==> src/rtl/seh_pkg.sv <==
package seh_pkg;
  typedef enum logic [2:0] {
    OP_READ      = 3'd0,
    OP_WRITE     = 3'd1,
    OP_ERASE     = 3'd2,
    OP_PROG_ON   = 3'd3,
    OP_PROG_OFF  = 3'd4,
    OP_CLEAR_ALL = 3'd5,
    OP_FILL_ALL  = 3'd6
  } seh_op_e;

  typedef enum logic [2:0] {
    S_IDLE, S_SHIFT, S_READ, S_PGAP, S_POLL, S_END
  } seh_state_e;
endpackage

==> src/rtl/seh_clkgen.sv <==
module seh_clkgen #(
  parameter int HALF_CYC = 13,
  localparam int CW = $clog2(HALF_CYC)
) (
  input  logic clk,
  input  logic rst_n,
  input  logic run,
  output logic sk,
  output logic rise,
  output logic fall
);
  logic [CW-1:0] cnt;
  logic          tick;

  assign tick = run && (cnt == CW'(HALF_CYC - 1));
  assign rise = tick && !sk;
  assign fall = tick && sk;

  always_ff @(posedge clk) begin
    if (!rst_n || !run) begin
      cnt <= '0;
      sk  <= 1'b0;
    end else if (tick) begin
      cnt <= '0;
      sk  <= ~sk;
    end else begin
      cnt <= cnt + 1'b1;
    end
  end
endmodule

==> src/rtl/seh_cmdframe.sv <==
module seh_cmdframe
  import seh_pkg::*;
#(
  parameter int AW = 8,
  parameter int DW = 16,
  localparam int FW = 3 + AW + DW,
  localparam int NBW = $clog2(FW + 1)
) (
  input  logic [2:0]     op,
  input  logic [AW-1:0]  addr,
  input  logic [DW-1:0]  wdata,
  output logic [FW-1:0]  frame,
  output logic [NBW-1:0] nbits,
  output logic           is_read,
  output logic           needs_poll
);
  logic [1:0]    opc;
  logic [AW-1:0] afield;
  logic          with_data;

  always_comb begin
    opc        = 2'b00;
    afield     = '0;
    with_data  = 1'b0;
    is_read    = 1'b0;
    needs_poll = 1'b0;
    case (seh_op_e'(op))
      OP_READ:      begin opc = 2'b10; afield = addr; is_read = 1'b1; end
      OP_WRITE:     begin opc = 2'b01; afield = addr; with_data = 1'b1; needs_poll = 1'b1; end
      OP_ERASE:     begin opc = 2'b11; afield = addr; needs_poll = 1'b1; end
      OP_PROG_ON:   afield = {2'b11, {(AW-2){1'b0}}};
      OP_CLEAR_ALL: begin afield = {2'b10, {(AW-2){1'b0}}}; needs_poll = 1'b1; end
      OP_FILL_ALL:  begin afield = {2'b01, {(AW-2){1'b0}}}; with_data = 1'b1; needs_poll = 1'b1; end
      default:      afield = '0;  // disable and unused codes
    endcase
    frame              = '0;
    frame[FW-1 -: 3]   = {1'b1, opc};
    frame[FW-4 -: AW]  = afield;
    if (with_data) frame[DW-1:0] = wdata;
    nbits = with_data ? NBW'(FW) : NBW'(3 + AW);
  end
endmodule

==> src/rtl/seh_rxword.sv <==
module seh_rxword #(
  parameter int DW = 16,
  localparam int BW = $clog2(DW)
) (
  input  logic          clk,
  input  logic          rst_n,
  input  logic          sample,
  input  logic          din,
  output logic          last,
  output logic          pend,
  output logic          rd_valid,
  input  logic          rd_ready,
  output logic [DW-1:0] rd_data
);
  logic [DW-1:0] sr;
  logic [DW-1:0] pword;
  logic [BW-1:0] bitcnt;

  assign last = (bitcnt == BW'(DW - 1));

  always_ff @(posedge clk) begin
    if (!rst_n) begin
      sr       <= '0;
      pword    <= '0;
      bitcnt   <= '0;
      pend     <= 1'b0;
      rd_valid <= 1'b0;
      rd_data  <= '0;
    end else begin
      if (pend && (!rd_valid || rd_ready)) begin
        rd_valid <= 1'b1;
        rd_data  <= pword;
        pend     <= 1'b0;
      end else if (rd_ready) begin
        rd_valid <= 1'b0;
      end
      if (sample) begin
        sr     <= {sr[DW-2:0], din};
        bitcnt <= last ? '0 : bitcnt + 1'b1;
        if (last) begin
          pword <= {sr[DW-2:0], din};
          pend  <= 1'b1;
        end
      end
    end
  end

  assert_rd_hold_R7: assert property (@(posedge clk) disable iff (!rst_n)
    rd_valid && !rd_ready |=> rd_valid && $stable(rd_data));
  assert_no_overrun_R7: assert property (@(posedge clk) disable iff (!rst_n)
    sample && last |-> !pend);
endmodule

==> src/rtl/ser_eeprom_host.sv <==
module ser_eeprom_host
  import seh_pkg::*;
#(
  parameter bit WIDE_ORG   = 1'b1,
  parameter int HALF_CYC   = 13,
  parameter int CSLOW_CYC  = 13,
  parameter int POLL_LIMIT = 500000,
  parameter int MAX_WORDS  = 8,
  localparam int DW    = WIDE_ORG ? 16 : 8,
  localparam int AW    = WIDE_ORG ? 8 : 9,
  localparam int LEN_W = $clog2(MAX_WORDS)
) (
  input  logic             clk,
  input  logic             rst_n,
  input  logic             req_valid,
  output logic             req_ready,
  input  logic [2:0]       req_op,
  input  logic [AW-1:0]    req_addr,
  input  logic [DW-1:0]    req_wdata,
  input  logic [LEN_W-1:0] req_len,
  output logic             rd_valid,
  input  logic             rd_ready,
  output logic [DW-1:0]    rd_data,
  output logic             done,
  output logic             err,
  output logic             ee_cs,
  output logic             ee_sk,
  output logic             ee_di,
  input  logic             ee_do
);
  localparam int FW  = 3 + AW + DW;
  localparam int NBW = $clog2(FW + 1);
  localparam int TW  = $clog2(POLL_LIMIT + CSLOW_CYC + 1);

  seh_state_e       state;
  logic [FW-1:0]    shreg;
  logic [NBW-1:0]   bitleft;
  logic [LEN_W-1:0] wleft;
  logic [TW-1:0]    tmr;
  logic             rd_op, poll_op;
  logic             do_m, do_s;
  logic [FW-1:0]    f_frame;
  logic [NBW-1:0]   f_nbits;
  logic             f_read, f_poll;
  logic             sk_run, sk_rise, sk_fall;
  logic             rx_last, rx_pend;
  logic             req_fire;

  assign req_ready = (state == S_IDLE) && !rx_pend;
  assign req_fire  = req_valid && req_ready;
  assign ee_di     = shreg[FW-1];
  assign sk_run    = ((state == S_SHIFT) || (state == S_READ)) && !rx_pend;

  seh_cmdframe #(.AW(AW), .DW(DW)) u_frame (
    .op(req_op), .addr(req_addr), .wdata(req_wdata),
    .frame(f_frame), .nbits(f_nbits), .is_read(f_read), .needs_poll(f_poll));

  seh_clkgen #(.HALF_CYC(HALF_CYC)) u_clk (
    .clk(clk), .rst_n(rst_n), .run(sk_run),
    .sk(ee_sk), .rise(sk_rise), .fall(sk_fall));

  seh_rxword #(.DW(DW)) u_rx (
    .clk(clk), .rst_n(rst_n), .sample(sk_fall && (state == S_READ)), .din(do_s),
    .last(rx_last), .pend(rx_pend),
    .rd_valid(rd_valid), .rd_ready(rd_ready), .rd_data(rd_data));

  // two-stage capture of the asynchronous return line
  always_ff @(posedge clk) begin
    if (!rst_n) begin
      do_m <= 1'b0;
      do_s <= 1'b0;
    end else begin
      do_m <= ee_do;
      do_s <= do_m;
    end
  end

  always_ff @(posedge clk) begin
    if (!rst_n) begin
      state   <= S_IDLE;
      shreg   <= '0;
      bitleft <= '0;
      wleft   <= '0;
      tmr     <= '0;
      rd_op   <= 1'b0;
      poll_op <= 1'b0;
      ee_cs   <= 1'b0;
      done    <= 1'b0;
      err     <= 1'b0;
    end else begin
      done <= 1'b0;
      case (state)
        S_IDLE: if (req_fire) begin
          shreg   <= f_frame;
          bitleft <= f_nbits;
          wleft   <= req_len;
          rd_op   <= f_read;
          poll_op <= f_poll;
          ee_cs   <= 1'b1;
          err     <= 1'b0;
          state   <= S_SHIFT;
        end
        S_SHIFT: if (sk_fall) begin
          shreg   <= shreg << 1;
          bitleft <= bitleft - 1'b1;
          if (bitleft == NBW'(1)) begin
            if (rd_op) state <= S_READ;
            else begin
              ee_cs <= 1'b0;
              tmr   <= '0;
              state <= poll_op ? S_PGAP : S_END;
            end
          end
        end
        S_READ: if (sk_fall && rx_last) begin
          if (wleft == '0) begin
            ee_cs <= 1'b0;
            tmr   <= '0;
            state <= S_END;
          end else begin
            wleft <= wleft - 1'b1;
          end
        end
        S_PGAP: if (tmr == TW'(CSLOW_CYC - 1)) begin
          ee_cs <= 1'b1;
          tmr   <= '0;
          state <= S_POLL;
        end else tmr <= tmr + 1'b1;
        S_POLL: if (tmr >= TW'(HALF_CYC) && do_s) begin
          ee_cs <= 1'b0;
          tmr   <= '0;
          state <= S_END;
        end else if (tmr == TW'(POLL_LIMIT - 1)) begin
          ee_cs <= 1'b0;
          tmr   <= '0;
          err   <= 1'b1;
          state <= S_END;
        end else tmr <= tmr + 1'b1;
        S_END: if (tmr == TW'(CSLOW_CYC - 1)) begin
          done  <= 1'b1;
          state <= S_IDLE;
        end else tmr <= tmr + 1'b1;
        default: state <= S_IDLE;
      endcase
    end
  end

  assert_sk_needs_cs_R4: assert property (@(posedge clk) disable iff (!rst_n)
    ee_sk |-> ee_cs);
  assert_cs_falls_sk_low_R4: assert property (@(posedge clk) disable iff (!rst_n)
    $fell(ee_cs) |-> !ee_sk);
  assert_di_still_high_R3: assert property (@(posedge clk) disable iff (!rst_n)
    ee_sk |-> $stable(ee_di));
  assert_idle_quiet_R10: assert property (@(posedge clk) disable iff (!rst_n)
    req_ready |-> !ee_cs && !ee_sk);
  assert_done_pulse_R10: assert property (@(posedge clk) disable iff (!rst_n)
    done |=> !done);
  assert_err_from_poll_R9: assert property (@(posedge clk) disable iff (!rst_n)
    $rose(err) |-> $past(ee_cs) && !ee_cs);
endmodule

==> config.mk <==
export PLATFORM = sky130hd
export DESIGN_NAME = ser_eeprom_host
export DESIGN_NICKNAME = d
export VERILOG_FILES = /design/src/rtl/seh_pkg.sv /design/src/rtl/seh_clkgen.sv /design/src/rtl/seh_cmdframe.sv /design/src/rtl/seh_rxword.sv /design/src/rtl/ser_eeprom_host.sv
export SDC_FILE = /design/constraint.sdc
export NUM_CORES = 1
export LEC_CHECK = 0
export BUFFER_PORTS_ARGS = -buffer_cell sky130_fd_sc_hd__buf_2
export CORE_MARGIN = 3
export CORE_UTILIZATION = 40
export CTS_CLUSTER_SIZE = 28
export DETAILED_ROUTE_END_ITERATION = 12
export PLACE_DENSITY_LB_ADDON = 0.25
export SLEW_MARGIN = 30
export SYNTH_ARGS = -nofsm -noshare
export SYNTH_HDL_FRONTEND = slang
export SYNTH_SLANG_ARGS = --single-unit
==> constraint.sdc <==
create_clock -name clk -period 2.5 [get_ports clk]
set_clock_uncertainty 0.1 [all_clocks]
set_input_delay 0.25 -clock clk [delete_from_list [all_inputs] [get_ports clk]]
set_output_delay 0.25 -clock clk [all_outputs]
set_load 0.01 [all_outputs]
==> impl_metrics.toml, run 1 <==
[outcome]
run_status = "completed"

[final_layout]
layout_commonest_cell = "nand2_1"
synthToLayoutAreaGrowth_pct = 24.8
final_core_util = 0.517
design.final.nets = 804
most_frequent_cells_in_the_layout = "nand2_1, dfxtp_1, a21oi_1, buf_2, nor2_1"
regArea_mm2 = 0.00244
multi_input_comb_area_mm2 = 0.00294
layout-drive-gt1-share = 0.202
finish.instance_area_mm2 = 0.00692
fillerInstances = 1300
insertedDiodeCount = 0

[pwr]
leakagePower_nw = 2.56
swShare = 0.236
p_per_area_mw_per_mm2 = 726
power.sequential.fraction = 0.406
power.ir.vdd_worst_mv = 0.423
total_power_w = 0.00503
switching_power_summed_over_all_nets_w = 0.00119
comb_power_share = 0.067
clkPwrFrac = 0.526
total_internal_power_w = 0.00384

[synthesis]
syn-num-nets = 733
postSynth.topFlopCell = "dfxtp_1"
number_of_standard_cells_after_synthesis = 688
synth_top_cells_by_area = "dfxtp_1, nand2_1, a21oi_1, a211oi_1, nor2_1"
synth_top_area_cell = "dfxtp_1"
synth.top_cell.area_share = 0.440
synth-edff-count = 0
avgSynthCellArea_um2 = 8.06
synth_async_sr_flop_share = 0
synth_cell_types = 64
seq_area_frac_synth = 0.440
yosys_warnings = 0
synthesis.area_mm2 = 0.00555
postSynthRegisterBits = 122

[clocking]
clock_tree.root_cell = "clkbuf_16"
ctsLongestPathBuffers = 2
cts.clk_slew.worst_paths_ps = 60
worst_skew_pair.late_latency_ps = 410
clock_sink_count = 122
tritoncts.num_buffers = 17
tritoncts = "done"
h_tree_level_count = 4

[setup_path]
timing.critical_path.fanout_max = 6
timing_worst_setup_path_type = "reg2reg"
path_cells = "nor4_2, nand4_2, a2111o_1, o21a_4, or4_1, a21oi_2"
critical-path-max-stage-delay_ps = 500
setup.worst_path.start_class = "register"
worstPathArrival_ps = 2710
endpoint_kind = "register"
required_time_reported_for_the_critical_path_endpoint_ps = 2750
cp.buffers_inverters = 0
timing.critical_path.max_delay_family = "simple AND/OR/NAND/NOR gates"
critical-path-slowest-cell = "a2111o_1"

[global_routing]
grt_max_degree = 100
grt_pass1_vias = 4629
overflow = 0
grt_pass1_wl_mm = 21.6
global_route.usage.total = 0.176
antenna_violations_before_repair = 0

[detailed_routing]
drt_first_pass_iters = 5
routed_wire_length_per_instance_um = 14.0
initialDrtViolationCount = 247
drc = 0
via_per_inst = 5.39
wl_mm = 13.3
postRouteAntennaNets = 0
vias = 5111

[floorplan]
placementRows = 42
dieArea_mm2 = 0.0153
placeableCoreArea_mm2 = 0.0134
die_width_um = 124
floorplan.initialDensity = 0.414
die_h_um = 124
ios = 58

[sta]
final_max_slew_viol_count = 0
tns_ps = 0
fin_crit_sh = 0.984
relSlewSlack = 0.642
worstMarginPinSlew_ps = 533
finalWorstPathRequiredPeriod_ps = 2460
final-hold-violation-count = 0
setup_failing_eps_final = 0
upper_clock_frequency_limit_mhz = 406
grt_setup_unrepaired = "yes"

[worst_hold_path]
min-delay-path-class = "in2reg"

[flow_run]
maxCapViolCount = 0

[placed_design]
gpl.final_weighted_congestion = 0.879
place_area_mm2 = 0.00618
dp_hpwl_mm = 9.18
portBuffers = 57
-- cell usage after synthesis, types with 3 or more instances --
| library cell | instances |
|---|---|
| a211oi_1 | 29 |
| a21oi_1 | 75 |
| a22oi_1 | 23 |
| a2bb2oi_1 | 6 |
| a31oi_1 | 4 |
| a32o_1 | 4 |
| a32oi_1 | 3 |
| and2_1 | 7 |
| and3_1 | 9 |
| buf_1 | 5 |
| clkbuf_1 | 41 |
| dfxtp_1 | 122 |
| ha_1 | 10 |
| inv_1 | 16 |
| nand2_1 | 136 |
| nand2b_1 | 9 |
| nand3_1 | 20 |
| nand4_1 | 8 |
| nor2_1 | 53 |
| nor2b_1 | 6 |
| nor3_1 | 13 |
| nor4_1 | 5 |
| o21a_1 | 5 |
| o21ai_0 | 12 |
| o21bai_1 | 4 |
| o31ai_1 | 3 |
| or3_1 | 3 |
| or4_1 | 6 |
| xnor2_1 | 3 |
| xor2_1 | 5 |
-- registers in the layout (all words and copies together), names as in the netlist, 3 cells and up --
register / flops
tmr: 19
wleft: 3
state: 3
u_rx.rd_data: 16
u_clk.cnt: 4
u_rx.bitcnt: 4
bitleft: 5
u_rx.pword: 16
shreg: 27
u_rx.sr: 15
-- routing by layer --
layer / track usage / vias up / wire, µm
li1: - / 2593 / -
met1: 0.227 / 2384 / 6310
met2: 0.281 / 119 / 6230
met3: 0.0454 / 15 / 572
met4: 0.0685 / 0 / 173
met5: 0 / - / 0
-- final timing paths --
path                               start       endpoint  slack, ps  cells past startpoint
worst max-delay path             tmr[10]        tmr[13]         40                      6
worst min-delay path            rd_ready  u_rx.rd_valid         60                      4
worst max register to register   tmr[10]        tmr[13]         40                      6
worst min register to register      do_m           do_s        330                      1
-- what timing repair did --
item,in CTS,in global routing
resized for setup,2,14
endpoints found under the hold margin,2,0
pin swaps,1,5
gates cloned,0,1
endpoints found under the setup margin,6,13
buffers inserted,0,1
hold buffers,2,0
-- power by group through the flow --
| stage | Combinational, W | Clock (W) | Sequential, W |
|---|---|---|---|
| 2_1_floorplan | 0.000234 | 0 | 0.00207 |
| 3_3_place_gp | 0.000325 | 0 | 0.00208 |
| 3_5_place_dp | 0.000333 | 0 | 0.00208 |
| 4_1_cts | 0.000338 | 0.00269 | 0.00204 |
| 5_1_grt | 0.000380 | 0.00277 | 0.00205 |
| 6_report | 0.000339 | 0.00265 | 0.00204 |
-- per-stage QoR --
| stage | hold slack [ps] | worst slack [ps] | std cells |
|---|---|---|---|
| after global placement | 318 | 37.4 | 912 |
| final | 56.6 | 39.7 | 948 |
| after CTS | 38.3 | 14.6 | 946 |
| after detailed placement | 320 | -28.8 | 912 |
| after global routing | 95.2 | -35.1 | 948 |
| after floorplan | 277 | 34.4 | 688 |
-- cell type report --
class	instances	share of cell area
sequential	122	0.353
clock inverter	14	0.0302
tap	176	0.0318
inverter	17	0.00922
clock buffer	18	0.0620
multi-input combinational	502	0.424
timing repair buffer	99	0.0893
-- worst register-to-register path, stage by stage, from the launching register on --
cell and delay [ps]:
dfxtp_1 360, nor4_2 390, nand4_2 160, a2111o_1 500, o21a_4 240, or4_1 500, a21oi_2 150
-- cell families after synthesis --
logic type | after synthesis | synth area share
compound gates | 192 | 0.229
xor+xnor | 8 | 0.0126
fa+ha+maj | 10 | 0.0226
buf+inv | 65 | 0.0456
flops | 122 | 0.440
mux | 3 | 0.00564
simple gates | 288 | 0.244
Power figures use the tool's default switching activity.
==> inputs of run 2 (changes only) <==
Clock period 2.5 ns to 2.6 ns, I/O delays scaled along.
==> impl_metrics.toml, run 2 (same netlist as run 1, synthesis figures left out) <==
[detailed_routing]
dr_wl_met2_mm = 6.04
initialDrtViolationCount = 373
route.met3.wl_um = 718
drt_first_pass_iters = 5
postRouteAntennaNets = 0
highest-signal-layer = "met4"
wl_mm = 13.3
vias = 5135
wl_met1_mm = 6.25
via_per_inst = 5.45
drc = 0
routed_wire_length_per_instance_um = 14.1

[clocking]
cts.clk_slew.worst_paths_ps = 60
tritoncts = "done"
post_cts_buffers = 0
tritoncts.num_buffers = 17
clock_tree.root_cell = "clkbuf_16"
worst_skew_pair.late_latency_ps = 410
h_tree_level_count = 4
clock_sink_count = 122
ctsLongestPathBuffers = 2

[floorplan]
die_h_um = 124
die_width_um = 124
ios = 58
dieArea_mm2 = 0.0153
placementRows = 42
floorplan.initialDensity = 0.414
placeableCoreArea_mm2 = 0.0134

[setup_path]
worstPathArrival_ps = 2710
r2r_setup_slack_ps = 130
setup.worst_path.start_class = "register"
r2r_cells = 7
critPathCapture = "tmr[13]"
timing_worst_setup_path_type = "reg2reg"
reg2reg_to = "tmr[13]"
rr_startpoint = "u_rx.bitcnt[0]"
timing.critical_path.fanout_max = 14
critical-path-slowest-cell = "or4_1"
timing.critical_path.from = "u_rx.bitcnt[0]"
path_cells = "ha_2, nand3_1, or3_1, o21a_1, a21o_4, or4_1, a21oi_1"
required_time_reported_for_the_critical_path_endpoint_ps = 2840
critical-path-max-stage-delay_ps = 520
endpoint_kind = "register"

[final_layout]
synthToLayoutAreaGrowth_pct = 23.4
final_core_util = 0.510
max_flop_register = "shreg"
design.final.nets = 799
insertedDiodeCount = 0
fillerInstances = 1303
finish.instance_area_mm2 = 0.00684
multi_input_comb_area_mm2 = 0.00288
layout_top_registers = "shreg (27), tmr (19)"
regArea_mm2 = 0.00244
largest_register_ffs = 27
most_frequent_cells_in_the_layout = "nand2_1, dfxtp_1, a21oi_1, buf_2, nor2_1"
layout_commonest_cell = "nand2_1"
layout-drive-gt1-share = 0.181

[sta]
relSlewSlack = 0.555
final_max_slew_viol_count = 0
setup_failing_eps_final = 0
finalWorstPathRequiredPeriod_ps = 2470
worstMarginPinSlew_ps = 661
upper_clock_frequency_limit_mhz = 405
final-hold-violation-count = 0
fin_crit_sh = 0.950

[global_routing]
grt_pass1_wl_mm = 22.2
grt_max_degree = 93
overflow = 0
antenna_violations_before_repair = 0
global_route.usage.total = 0.181
grt_pass1_vias = 4697

[pwr]
leakagePower_nw = 2.54
power.ir.vdd_worst_mv = 0.480
total_power_w = 0.00478
p_per_area_mw_per_mm2 = 698

[placed_design]
gpl.final_weighted_congestion = 0.863
dp_hpwl_mm = 9.20
place_area_mm2 = 0.00618
portBuffers = 57

[worst_hold_path]
min-delay-path-class = "in2reg"

[flow_run]
maxCapViolCount = 0

[outcome]
run_status = "completed"
[run 2: cell types whose count changed in the layout (fill, tap and decap cells not counted), moves of 2 or more]
cell	change
clkinv_2	+3
or4_1	+2
buf_4	-6
a21oi_1	+4
a21oi_2	-4
buf_12	+2
clkinv_4	-2
or4_4	-2
[run 2: how the worst min path moves through the flow]
| stage | endpoint | slack [ps] | start | depth (start not counted) |
|---|---|---|---|---|
| floorplan | do_m | 290 | ee_do | 1 |
| global placement | do_s | 310 | do_m | 1 |
| detailed placement | do_s | 320 | do_m | 1 |
| CTS | u_rx.pend | 50 | rd_ready | 4 |
| global route | u_rx.pend | 80 | rd_ready | 4 |
| finish | u_rx.pend | 70 | rd_ready | 4 |
[run 2: final cells by class]
class,count,share of cell area
Clock buffer,18,0.0627
Tap cell,176,0.0322
Multi-Input combinational cell,501,0.421
Inverter,17,0.00933
Timing Repair Buffer,95,0.0896
Clock inverter,14,0.0284
Sequential cell,122,0.357
[run 2: power breakdown]
| part | switching, W | internal (W) |
|---|---|---|
| Combinational | 0.000193 | 0.000138 |
| Sequential | 0.0000352 | 0.00193 |
| Clock | 0.000875 | 0.00161 |
| Total | 0.00110 | 0.00367 |
[run 2: per-stage QoR]
stage	worst slack, ps	instances	TNS [ps]	hold slack [ps]
6_report	129	943	0	68.2
4_1_cts	31.2	943	0	47.4
3_3_place_gp	104	909	0	315
5_1_grt	-5.49	943	-5.49	77.0
3_5_place_dp	40.4	909	0	321
2_1_floorplan	134	688	0	287
[run 2: critical path, delay by kind of cell, from the launching register on]
kind | cells | cell delay [ps]
AOI/OAI and AO/OA | 3 | 630
DFF | 1 | 390
and+or+nand+nor | 3 | 1060
adders and majority gates | 1 | 210
[run 2: timing repair]
| action | in CTS | in global routing |
|---|---|---|
| hold buffers | 2 | 0 |
| gates resized for setup | 0 | 5 |
| endpoints found under the setup margin | 0 | 13 |
| endpoints found under the hold margin | 2 | 0 |
[run 2: layer usage]
metal / global-route usage / vias up
met5: 0 / -
met4: 0.0768 / 0
met3: 0.0445 / 22
met2: 0.278 / 126
met1: 0.242 / 2401
li1: - / 2586
==> inputs of run 3 (changes only) <==
--- a/config.mk
+++ b/config.mk
@@ -12,6 +12,8 @@
 export DETAILED_ROUTE_END_ITERATION = 12
 export PLACE_DENSITY_LB_ADDON = 0.25
+export RECOVER_POWER = 100
 export SLEW_MARGIN = 30
 export SYNTH_ARGS = -nofsm -noshare
 export SYNTH_HDL_FRONTEND = slang
+export SYNTH_HIERARCHICAL = 1
 export SYNTH_SLANG_ARGS = --single-unit
==> constraint.sdc (replaced) <==
create_clock -name clk -period 2.6 [get_ports clk]
set_clock_uncertainty 0.1 [all_clocks]
set_input_delay 0.13 -clock clk [delete_from_list [all_inputs] [get_ports clk]]
set_output_delay 0.13 -clock clk [all_outputs]
set_load 0.01 [all_outputs]
==> impl_metrics.toml, run 3 <==
[final_layout]
most_frequent_cells_in_the_layout = "dfxtp_1, nand2_1, nor2_1, nand3_1, buf_2"
largest_register_ffs = 27
fillerInstances = 1356
layout.cells.non_filler = 974
design.final.nets = 822
synthToLayoutAreaGrowth_pct = 21.1
layout-drive-gt1-share = 0.170
layout_commonest_cell = "dfxtp_1"
layout_top_registers = "shreg (27), tmr (19)"
insertedDiodeCount = 0
max_flop_register = "shreg"

[pwr]
leakagePower_nw = 2.64
total_power_w = 0.00708
p_per_area_mw_per_mm2 = 977
power.ir.vdd_worst_mv = 0.776

[placed_design]
placedCellCount = 924
dp_hpwl_mm = 9.48
gpl.final_weighted_congestion = 0.888
portBuffers = 57

[setup_path]
timing.critical_path.fanout_max = 10
worstPathArrival_ps = 2770
timing_worst_setup_path_type = "reg2reg"
required_time_reported_for_the_critical_path_endpoint_ps = 2830
critical-path-max-stage-delay_ps = 500
timing.critical_path.from = "u_clk/cnt[0]"
path_cells = "inv_1, ha_1, and3_2, and3_4, and4b_1, a22o_1, a21oi_2, and2_4, or4_1, a31oi_1"
rr_startpoint = "u_clk/cnt[0]"
critical-path-slowest-cell = "or4_1"
setup.worst_path.start_class = "register"
cp.buffers_inverters = 1
endpoint_kind = "register"
timing.critical_path.max_delay_family = "simple AND/OR/NAND/NOR gates"

[floorplan]
dieArea_mm2 = 0.0165
placementRows = 44
floorplan.initialDensity = 0.410
ios = 58
placeableCoreArea_mm2 = 0.0146
die_h_um = 128
die_width_um = 128

[sta]
fin_hold_ws_ps = 17.4
tns_ps = 0
worstMarginPinSlew_ps = 758
finalWorstPathRequiredPeriod_ps = 2540
final-hold-violation-count = 0
fin_crit_sh = 0.976
relSlewSlack = 0.495
grt_setup_unrepaired = "no"
setup_failing_eps_final = 0
upper_clock_frequency_limit_mhz = 394
final_max_slew_viol_count = 0

[flow_run]
maxCapViolCount = 0

[detailed_routing]
drc = 0
wl_mm = 14.7
vias = 5389
postRouteAntennaNets = 0
via_per_inst = 5.53
drt_first_pass_iters = 5
routed_wire_length_per_instance_um = 15.1
initialDrtViolationCount = 269

[clocking]
cts.clk_slew.worst_paths_ps = 60
worst_skew_pair.late_latency_ps = 410
clock_sink_count = 122
h_tree_level_count = 4
clock_tree.root_cell = "clkbuf_16"
ctsLongestPathBuffers = 2
tritoncts.num_buffers = 17
tritoncts = "done"

[synthesis]
number_of_standard_cells_after_synthesis = 706
avgSynthCellArea_um2 = 8.48
yosys_warnings = 6
synthesis.area_mm2 = 0.00598

[worst_hold_path]
min-delay-path-class = "in2reg"
timing.hold.worst.start = "req_addr[4]"

[global_routing]
antenna_violations_before_repair = 0
overflow = 0
grt_pass1_vias = 5109
grt_pass1_wl_mm = 24.2
global_route.usage.total = 0.178
grt_max_degree = 65

[outcome]
run_status = "completed"
[run 3: power by group]
part | total (W) | internal (W) | switching (W)
Combinational | 0.00244 | 0.000965 | 0.00147
Clock | 0.00238 | 0.00147 | 0.000914
Sequential | 0.00227 | 0.00211 | 0.000159
Total | 0.00708 | 0.00454 | 0.00254
[run 3: tightest hold or removal path, cell delays in order]
cell      delay [ps]
buf_2             90
and2_1           120
nand2_1           50
a311oi_1          80
[run 3: per-stage QoR]
step	worst slack, ps	util	cell area [µm²]
after CTS	46.3	0.496	7230
after floorplan	0.140	-	6100
after detailed placement	51.2	0.446	6500
after global placement	163	0.446	6500
after global routing	11.6	0.497	7250
final	61.5	0.497	7250
[run 3: final cells by class]
class / instances / area (µm²) / area share
Clock buffer: 19 / 443 / 0.0611
Timing Repair Buffer: 103 / 666 / 0.0919
Multi-Input combinational cell: 518 / 3250 / 0.448
Inverter: 15 / 56.3 / 0.00777
Tap cell: 184 / 230 / 0.0318
Sequential cell: 122 / 2440 / 0.337
Clock inverter: 13 / 159 / 0.0219
[run 3: worst paths after layout]
| kind | endpoint | depth (start not counted) | slack [ps] |
|---|---|---|---|
| worst max register to register | tmr[3] | 10 | 60 |
| worst min register to register | do_s | 1 | 330 |
| worst min-delay path | shreg[20] | 4 | 20 |
| worst max-delay path | tmr[3] | 10 | 60 |
[run 3: routing by layer]
layer  track usage  routed length (µm)  part of all wire  vias up
li1              -                   -                 -     2675
met1         0.234                6970              0.47     2556
met2         0.282                6730              0.46      139
met3        0.0463                 715             0.049       19
met4        0.0693                 252             0.017        0
met5             0                   0                 0        -
[run 3: what timing repair did]
action	4_1_cts	5_1_grt
resized for setup	0	6
hold buffers	13	0
endpoints found under the setup margin	0	13
hold endpoints to repair	13	0
setup buffers	0	3
